**src/rtl/onset_pkg.sv**
```systemverilog
package onset_pkg;
  localparam int SCORE_W_D  = 16;
  localparam int LABEL_W_D  = 4;
  localparam int HIST_N_D   = 16;
  localparam int HOLD_W_D   = 8;

  localparam int THETA_RST    = 0;
  localparam int MIN_HITS_RST = 6;
  localparam int SPAN_RST     = 10;
  localparam int HOLD_RST     = 7;
endpackage

```
**src/rtl/onset_cfg.sv**
```systemverilog
module onset_cfg
  import onset_pkg::*;
#(
  parameter int SCORE_W = SCORE_W_D,
  parameter int CNT_W   = 5,
  parameter int HOLD_W  = HOLD_W_D
) (
  input  logic                      clk,
  input  logic                      rst,
  input  logic                      cfg_en,
  input  logic signed [SCORE_W-1:0] in_theta,
  input  logic        [CNT_W-1:0]   in_min_hits,
  input  logic        [CNT_W-1:0]   in_span,
  input  logic        [HOLD_W-1:0]  in_hold,
  output logic signed [SCORE_W-1:0] theta,
  output logic        [CNT_W-1:0]   min_hits,
  output logic        [CNT_W-1:0]   span,
  output logic        [HOLD_W-1:0]  hold
);
  always_ff @(posedge clk) begin
    if (rst) begin
      theta    <= SCORE_W'(THETA_RST);
      min_hits <= CNT_W'(MIN_HITS_RST);
      span     <= CNT_W'(SPAN_RST);
      hold     <= HOLD_W'(HOLD_RST);
    end else if (cfg_en) begin
      theta    <= in_theta;
      min_hits <= in_min_hits;
      span     <= in_span;
      hold     <= in_hold;
    end
  end

  // a load is visible on the next clock
  a_r7_cfg_load: assert property (@(posedge clk) disable iff (rst)
    cfg_en |=> (min_hits == $past(in_min_hits)) && (hold == $past(in_hold)));
endmodule

```
**src/rtl/onset_vote.sv**
```systemverilog
module onset_vote
  import onset_pkg::*;
#(
  parameter int SCORE_W = SCORE_W_D,
  parameter int HIST_N  = HIST_N_D,
  parameter int CNT_W   = $clog2(HIST_N + 1)
) (
  input  logic                      clk,
  input  logic                      rst,
  input  logic                      beat,
  input  logic signed [SCORE_W-1:0] score,
  input  logic signed [SCORE_W-1:0] theta,
  input  logic        [CNT_W-1:0]   min_hits,
  input  logic        [CNT_W-1:0]   span,
  output logic                      vote_now,
  output logic                      vote_prev
);
  logic [HIST_N-1:0] hist_q;
  logic [HIST_N-1:0] hist_d;
  logic [HIST_N-1:0] win_mask;
  logic [CNT_W-1:0]  span_eff;
  logic [CNT_W-1:0]  hit_cnt;
  logic              hit;

  assign hit    = (score > theta);
  assign hist_d = {hist_q[HIST_N-2:0], hit};

  always_comb begin
    if (int'(span) > HIST_N) span_eff = CNT_W'(HIST_N);
    else                     span_eff = span;
  end

  for (genvar gi = 0; gi < HIST_N; gi++) begin : g_mask
    assign win_mask[gi] = (gi < int'(span_eff));
  end

  always_comb begin
    hit_cnt = '0;
    for (int i = 0; i < HIST_N; i++)
      hit_cnt = hit_cnt + CNT_W'(hist_d[i] & win_mask[i]);
  end

  assign vote_now = (hit_cnt >= min_hits);

  always_ff @(posedge clk) begin
    if (rst) begin
      hist_q    <= '0;
      vote_prev <= 1'b0;
    end else if (beat) begin
      hist_q    <= hist_d;
      vote_prev <= vote_now;
    end
  end

  // the tally never exceeds the effective window
  a_r9_cnt_in_window: assert property (@(posedge clk) disable iff (rst)
    beat |-> (hit_cnt <= span_eff) && (span_eff <= CNT_W'(HIST_N)));

  // without a beat the remembered vote stays put
  a_r2_vote_held: assert property (@(posedge clk) disable iff (rst)
    !beat |=> $stable(vote_prev));
endmodule

```
**src/rtl/onset_lockout.sv**
```systemverilog
module onset_lockout
  import onset_pkg::*;
#(
  parameter int HOLD_W = HOLD_W_D
) (
  input  logic              clk,
  input  logic              rst,
  input  logic              beat,
  input  logic              vote_now,
  input  logic              vote_prev,
  input  logic [HOLD_W-1:0] hold,
  output logic              track_next
);
  logic              active_q;
  logic [HOLD_W-1:0] rcnt_q;
  logic              lock_on;

  assign lock_on = (rcnt_q != '0);

  always_comb begin
    if (lock_on)       track_next = 1'b0;
    else if (active_q) track_next = vote_now;
    else               track_next = vote_now && !vote_prev;
  end

  always_ff @(posedge clk) begin
    if (rst) begin
      active_q <= 1'b0;
      rcnt_q   <= '0;
    end else if (beat) begin
      active_q <= track_next;
      if (lock_on)
        rcnt_q <= rcnt_q - 1'b1;
      else if (active_q && !vote_now)
        rcnt_q <= hold;
    end
  end

  // no open detection while the hold-off counts
  a_r4_quiet_in_hold: assert property (@(posedge clk) disable iff (rst)
    lock_on |-> !active_q);

  // a detection opens only after a rising vote outside the hold-off
  a_r3_open_on_edge: assert property (@(posedge clk) disable iff (rst)
    $rose(active_q) |-> vote_prev && ($past(rcnt_q) == '0) && $past(beat));
endmodule

```
**src/rtl/onset_detect_pp.sv**
```systemverilog
module onset_detect_pp
  import onset_pkg::*;
#(
  parameter int SCORE_W = SCORE_W_D,
  parameter int LABEL_W = LABEL_W_D,
  parameter int HIST_N  = HIST_N_D,
  parameter int HOLD_W  = HOLD_W_D,
  localparam int CNT_W  = $clog2(HIST_N + 1)
) (
  input  logic                      clk,
  input  logic                      rst,
  input  logic                      cfg_en,
  input  logic signed [SCORE_W-1:0] cfg_theta,
  input  logic        [CNT_W-1:0]   cfg_min_hits,
  input  logic        [CNT_W-1:0]   cfg_span,
  input  logic        [HOLD_W-1:0]  cfg_hold,
  input  logic                      s_valid,
  output logic                      s_ready,
  input  logic signed [SCORE_W-1:0] s_score,
  input  logic        [LABEL_W-1:0] s_label,
  output logic                      m_valid,
  input  logic                      m_ready,
  output logic                      m_track,
  output logic        [LABEL_W-1:0] m_label
);
  logic signed [SCORE_W-1:0] theta;
  logic        [CNT_W-1:0]   min_hits;
  logic        [CNT_W-1:0]   span;
  logic        [HOLD_W-1:0]  hold;
  logic                      vote_now;
  logic                      vote_prev;
  logic                      track_next;
  logic                      beat;

  assign s_ready = !m_valid || m_ready;
  assign beat    = s_valid && s_ready;

  onset_cfg #(.SCORE_W(SCORE_W), .CNT_W(CNT_W), .HOLD_W(HOLD_W)) u_cfg (
    .clk(clk), .rst(rst), .cfg_en(cfg_en),
    .in_theta(cfg_theta), .in_min_hits(cfg_min_hits),
    .in_span(cfg_span), .in_hold(cfg_hold),
    .theta(theta), .min_hits(min_hits), .span(span), .hold(hold)
  );

  onset_vote #(.SCORE_W(SCORE_W), .HIST_N(HIST_N), .CNT_W(CNT_W)) u_vote (
    .clk(clk), .rst(rst), .beat(beat), .score(s_score),
    .theta(theta), .min_hits(min_hits), .span(span),
    .vote_now(vote_now), .vote_prev(vote_prev)
  );

  onset_lockout #(.HOLD_W(HOLD_W)) u_lock (
    .clk(clk), .rst(rst), .beat(beat),
    .vote_now(vote_now), .vote_prev(vote_prev), .hold(hold),
    .track_next(track_next)
  );

  always_ff @(posedge clk) begin
    if (rst) begin
      m_valid <= 1'b0;
      m_track <= 1'b0;
      m_label <= '0;
    end else if (beat) begin
      m_valid <= 1'b1;
      m_track <= track_next;
      m_label <= track_next ? s_label : '0;
    end else if (m_ready) begin
      m_valid <= 1'b0;
    end
  end

  // a stalled beat is held unchanged
  a_r6_stall_hold: assert property (@(posedge clk) disable iff (rst)
    (m_valid && !m_ready) |=> m_valid && $stable(m_label) && $stable(m_track));

  // an empty output register always accepts
  a_r6_ready_empty: assert property (@(posedge clk) disable iff (rst)
    !m_valid |-> s_ready);

  // untracked beats carry no label
  a_r5_idle_zero: assert property (@(posedge clk) disable iff (rst)
    (m_valid && !m_track) |-> (m_label == '0));

  // the clock after reset leaves the output empty
  a_r8_reset_empty: assert property (@(posedge clk)
    $past(rst) |-> !m_valid && !m_track);
endmodule

```
**config.mk**
```make
export PLATFORM = sky130hd
export DESIGN_NAME = onset_detect_pp
export DESIGN_NICKNAME = d
export VERILOG_FILES = /design/src/rtl/onset_pkg.sv /design/src/rtl/onset_cfg.sv /design/src/rtl/onset_vote.sv /design/src/rtl/onset_lockout.sv /design/src/rtl/onset_detect_pp.sv
export SDC_FILE = /design/constraint.sdc
export NUM_CORES = 1
export LEC_CHECK = 0
export BUFFER_PORTS_ARGS = -buffer_cell sky130_fd_sc_hd__buf_2
export CAP_MARGIN = 40
export CORE_ASPECT_RATIO = 1.4
export CORE_MARGIN = 5
export CORE_UTILIZATION = 50
export CTS_CLUSTER_SIZE = 20
export DETAILED_ROUTE_END_ITERATION = 10
export HOLD_SLACK_MARGIN = 0.05
export PLACE_DENSITY = 0.78
export SYNTH_ARGS = -nofsm -noshare
export SYNTH_HDL_FRONTEND = slang
export SYNTH_SLANG_ARGS = --single-unit
```
**constraint.sdc**
```tcl
create_clock -name clk -period 5.2 [get_ports clk]
set_clock_uncertainty 0.05 [all_clocks]
set_input_delay 0.78 -clock clk [delete_from_list [all_inputs] [get_ports clk]]
set_output_delay 0.78 -clock clk [all_outputs]
set_load 0.01 [all_outputs]
```
# == Word-level counts from Yosys, hierarchy flattened ==
# Index checks and enable logic that the tools add are counted.
# op_classes
add_sub_neg,16
order_cmp,19
n_mux,8
n_bitwise,16
reduce_logical,11
# op_table
op,n
$add 5x5->5,15
$lt 4x5->1 const A,8
$lt 3x5->1 const A,4
$and 1x1->1,16
$gt 16x16->1,1
$mux 8,2
$lt 1x5->1 const A,2
$lt 2x5->1 const A,2
$reduce_bool 8->1,1
$sub 8x1->8 const B,1
$ge 5x5->1,1
$gt 5x5->1 const B,1
$mux 5,1
$mux 1,4
$mux 4,1
$reduce_bool 2->1,2
$logic_and 1x1->1,3
$logic_not 1->1,3
$reduce_and 2->1,1
$logic_or 1x1->1,1
# word_totals
regBits,64
out_inout_bits,7
wordCells,80

# == Depth between registers and ports, before layout ==
# depth
depth_word,24
ltp_mapped,22

# == Hierarchy ==
# From an unflattened synthesis, not the netlist that was laid out.
# hier_totals
hier_cells,406
hier_area_um2,3747.3
# modules_own_cells
module,n_inst,cells_per_inst,area_each_um2
onset_vote,1,194,1636.6
onset_cfg,1,110,1247.4
onset_lockout,1,76,628.1
onset_detect_pp,1,26,235.2

# == Least setup slack after synthesis ==
# Ideal clock, no wire load.
# synth_path
path_type,input to register
start,input port s_score[9]
end,register u_lock.rcnt_q[0]
arrival_ns,5.536
t_required_ns,5.076
setup_slack_ns,-0.461
cell_stages,20
n_path_buf,0
cell_sequence,ha_1 a21o_1 nand3_1 a21oi_1 or4b_2 xnor2_1 nand3_1 fa_1 inv_1 fa_1 ha_1 fa_1 a21oi_1 nor2b_1 ha_1 nand2b_1 a2111oi_4 nor2b_2 or4b_1 a31oi_1
# synth_between
elab_chain_len,22
# synth_rtl
item,line_no,rtl
start: declaration,onset_detect_pp.sv:19,"input logic signed [SCORE_W-1:0] s_score,"
$gt 16x16->1,onset_vote.sv:25,assign hit = (score > theta);
$and 1x1->1,onset_vote.sv:40,hit_cnt = hit_cnt + CNT_W'(hist_d[i] & win_mask[i]);
$add 5x5->5 (15 in series),onset_vote.sv:40,
$ge 5x5->1,onset_vote.sv:43,assign vote_now = (hit_cnt >= min_hits);
$logic_not 1->1,onset_lockout.sv:34,else if (active_q && !vote_now)
$logic_and 1x1->1,onset_lockout.sv:34,
$reduce_bool 2->1 (no source line),n/a,
$reduce_and 2->1 (no source line),n/a,
end signal: assignment,onset_lockout.sv:33,rcnt_q <= rcnt_q - 1'b1;
end signal: assignment,onset_lockout.sv:35,rcnt_q <= hold;
end: declaration,onset_lockout.sv:15,logic [HOLD_W-1:0] rcnt_q;
# Every way passes these cells.
# A chain may end at the register's enable or synchronous reset.

# == Worst setup path after layout ==
# layout_path
start,input port s_score[5]
end,register u_lock.rcnt_q[0]
# The elaborated chain is that of the path after synthesis.

==> key figures <==
Status
  – Outcome: finished with violations
  – Failing checks: setup timing

Floorplanning
  – Die footprint: 8970 um2
  – Initial Util: 51.2%
  – I/O Pins: 66
  – Die width: 81.5 um
  – Core box area: 6980 um2
  – Die Height: 110 um
  – Std cell rows: 36

Synthesis
  – Synthesized area: 3580 um2
  – Synthesized instance count: 416
  – EDFF count, synth: 0
  – Yosys cell types: 52
  – Seq cells post-synth: 64
  – Leading area contributor after synthesis: dfxtp_1
  – Synth Net Count: 513
  – Post-synth top area share: 35.8%
  – Ranking of synthesized cells by area: dfxtp_1, ha_1, mux2i_1
  – Warnings, synthesis: 0
  – Post-synthesis async set-or-reset flop share: 0%
  – Most used flip-flop cell after synthesis: dfxtp_1
  – Avg Cell Area, Syn: 8.60 um2
  – Seq/Total Area, Yosys: 35.8%

Layout
  – # fillers: 534
  – P&R area growth vs syn: 30.7%
  – Non-filler instance count after layout: 594
  – Most frequent cells in the layout: dfxtp_1, buf_2, nand2_1
  – Most common cell after layout, fill and taps aside: dfxtp_1
  – Share of cells above drive strength 1: 28.9%
  – Final #Nets: 592
  – Diode count: 0

Detailed routing
  – Via count: 3205
  – Iteration-0 DRC Markers: 162
  – Drt wl/cell: 15.1 um
  – Routed wire length: 8940 um
  – Antenna-violating nets left: 0
  – DRC: 0
  – Drt first pass iters: 4
  – Via density: 5.40

Global route
  – First-pass GRT wire length: 14600 um
  – Tot GR Track Use: 20.9%
  – Vias in the first global route: 3330
  – Grt met1 use: 23.4%
  – GR met3 Demand/Resource: 5.37%
  – Most used routing layer: met2
  – GRT overflow: 0
  – Met2 usage: 37.5%
  – Initial antenna violation count: 0
  – Largest net degree at the start of global routing: 36

STA
  – Max Fclk: 0.184 GHz
  – Final Hold Viols: 0
  – Min Tclk post-route: 5.44 ns
  – Worst hold slack: 0.424 ns
  – Final Setup Violations: 3
  – Slew @ Worst Pin: 0.907 ns
  – Slew Limit Fails: 0
  – Unrepaired setup endpoints after global routing: true
  – PnR worst setup slack: -0.243 ns
  – Final Cycle Share: 105%
  – Slew margin rel.: 39.4%

Placed design
  – IO Port Bufs: 65
  – Dpl cells: 575
  – HPWL Detailed: 6520 um
  – Routability cong.: 0.868

Worst setup path
  – Arrival time worst endpoint: 5.66 ns
  – Max Fanout on Critical Path: 2
  – Critical path class: input port to flop
  – Worst reg2reg endpoint: u_lock.rcnt_q[0]
  – FF-to-FF Start: u_cfg.span[3]
  – CP Launch Type: input port
  – Crit path capture type: flop
  – Worst path required time: 5.42 ns
  – Reg2Reg Depth: 16
  – Worst R2R Setup Slack: -0.15 ns

CTS
  – Inserted Clock Buffers: 9
  – H-tree Lvls: 3
  – Hold_buf cts: 0
  – Worst skew pair latency: 0.35 ns
  – Reg clk slew, reported paths: 0.08 ns
  – CTS tree: yes
  – Root Buffer: clkbuf_8
  – Clock Sinks: 64
  – Maximum buffer depth of the clock tree: 2

Hold path
  – Worst hold start: u_vote.hist_q[3]
  – Hold depth: 2
  – Worst hold path class: flop to flop
  – Hold EP: u_vote.hist_q[4]

Pwr
  – IR drop worst, VDD: 0.215 mV
  – P_leak: 2.08 nW
  – Power Density: 342 nW/um2

Run
  – Total of max-cap violations: 0
state kept, by name, indices dropped and copies added (netlist names):
name              count
m_label               4
m_valid               1
u_cfg.hold            8
u_cfg.min_hits        5
u_cfg.span            5
u_cfg.theta          16
u_lock.active_q       1
u_lock.rcnt_q         8
u_vote.hist_q        15
u_vote.vote_prev      1
repair_timing:
item                       4_1_cts  5_1_grt
resized for setup               13       29
pin swaps                       25       15
setup endpoints to repair        5        9
hold endpoints to repair         0        0
setup buffers                    3        3
cells in the mapped netlist (all sizes together) (3+ instances only):
master  count
nor3        7
nor2b       5
clkbuf     15
a21oi      36
and2        4
nand2      51
nor2       41
fa         10
buf         4
a31oi       3
a21boi      4
ha         28
o21a        3
a22o        4
nand2b      5
o21ai      12
mux2i      32
dfxtp      64
a21o        4
nand4       3
o211ai      3
nand3       9
inv        38
nor3b       3
worst max-delay path, cell delays in order:
cell       delay, ns
buf_2           0.12
ha_4            0.24
a21o_1          0.17
nand3_1         0.10
a211oi_1        0.07
or4b_4          0.53
xnor2_2         0.19
nand3_2         0.11
fa_1            0.54
inv_1           0.05
fa_1            0.46
ha_2            0.21
fa_2            0.55
ha_4            0.19
a21o_1          0.18
a2111oi_4       0.39
nor2b_2         0.08
or4b_4          0.54
a31oi_1         0.16
per-layer routing:
| layer | wire (um) | vias up |
|---|---|---|
| met5 | 0 | - |
| met4 | 213 | 0 |
| met3 | 392 | 21 |
| met2 | 4730 | 76 |
| met1 | 3610 | 1527 |
| li1 | - | 1581 |
worst max-delay path by stage:
stage / slack, ns / startpoint / end
after CTS: -0.12 / u_cfg.span[3] / u_lock.rcnt_q[0]
after detailed placement: -0.60 / s_score[8] / u_lock.rcnt_q[0]
after global placement: -0.50 / s_score[1] / u_lock.rcnt_q[0]
final: -0.24 / s_score[5] / u_lock.rcnt_q[0]
after floorplan: -0.25 / s_score[8] / u_lock.rcnt_q[0]
after global routing: -0.37 / s_score[5] / u_lock.rcnt_q[0]
metrics by stage:
step	cell area, um2	setup WS, ns	utilization (%)	power (mW)	setup TNS (ns)
4_1_cts	4550	-0.123	65.2	1.55	-0.209
3_5_place_dp	4230	-0.595	60.6	1.06	-4.57
2_1_floorplan	3700	-0.251	-	0.918	-0.576
5_1_grt	4680	-0.367	67.0	1.70	-1.51
3_3_place_gp	4180	-0.496	59.9	1.03	-3.36
6_report	4680	-0.243	67.0	1.60	-0.525
cell families (layout without fill, tap and decap cells):
| kind of cell | count (synthesis) | count (layout) | synth area share [%] |
|---|---|---|---|
| simple gates | 139 | 139 | 17.9 |
| compound gates | 83 | 83 | 15.1 |
| flops | 64 | 64 | 35.8 |
| buf+inv | 57 | 140 | 6.12 |
| fa+ha+maj | 38 | 38 | 15.4 |
| mux | 32 | 32 | 8.95 |
| xor+xnor | 3 | 3 | 0.735 |
where the power goes:
part	switching [mW]	internal [mW]	leakage (nW)
registers	0.0410	0.535	0.524
clock network	0.198	0.280	0.108
logic	0.309	0.237	1.44
total	0.549	1.05	2.08
layout make-up:
class	instances	area [um2]	share of cell area, %
timing repair buffer	87	566	12.1
clock buffer	10	138	2.94
clock inverter	5	81.3	1.74
tap	95	119	2.54
multi-input combinational	295	2350	50.2
sequential	64	1280	27.5
inverter	38	143	3.05
No activity file was read; power rests on OpenSTA's default activity.
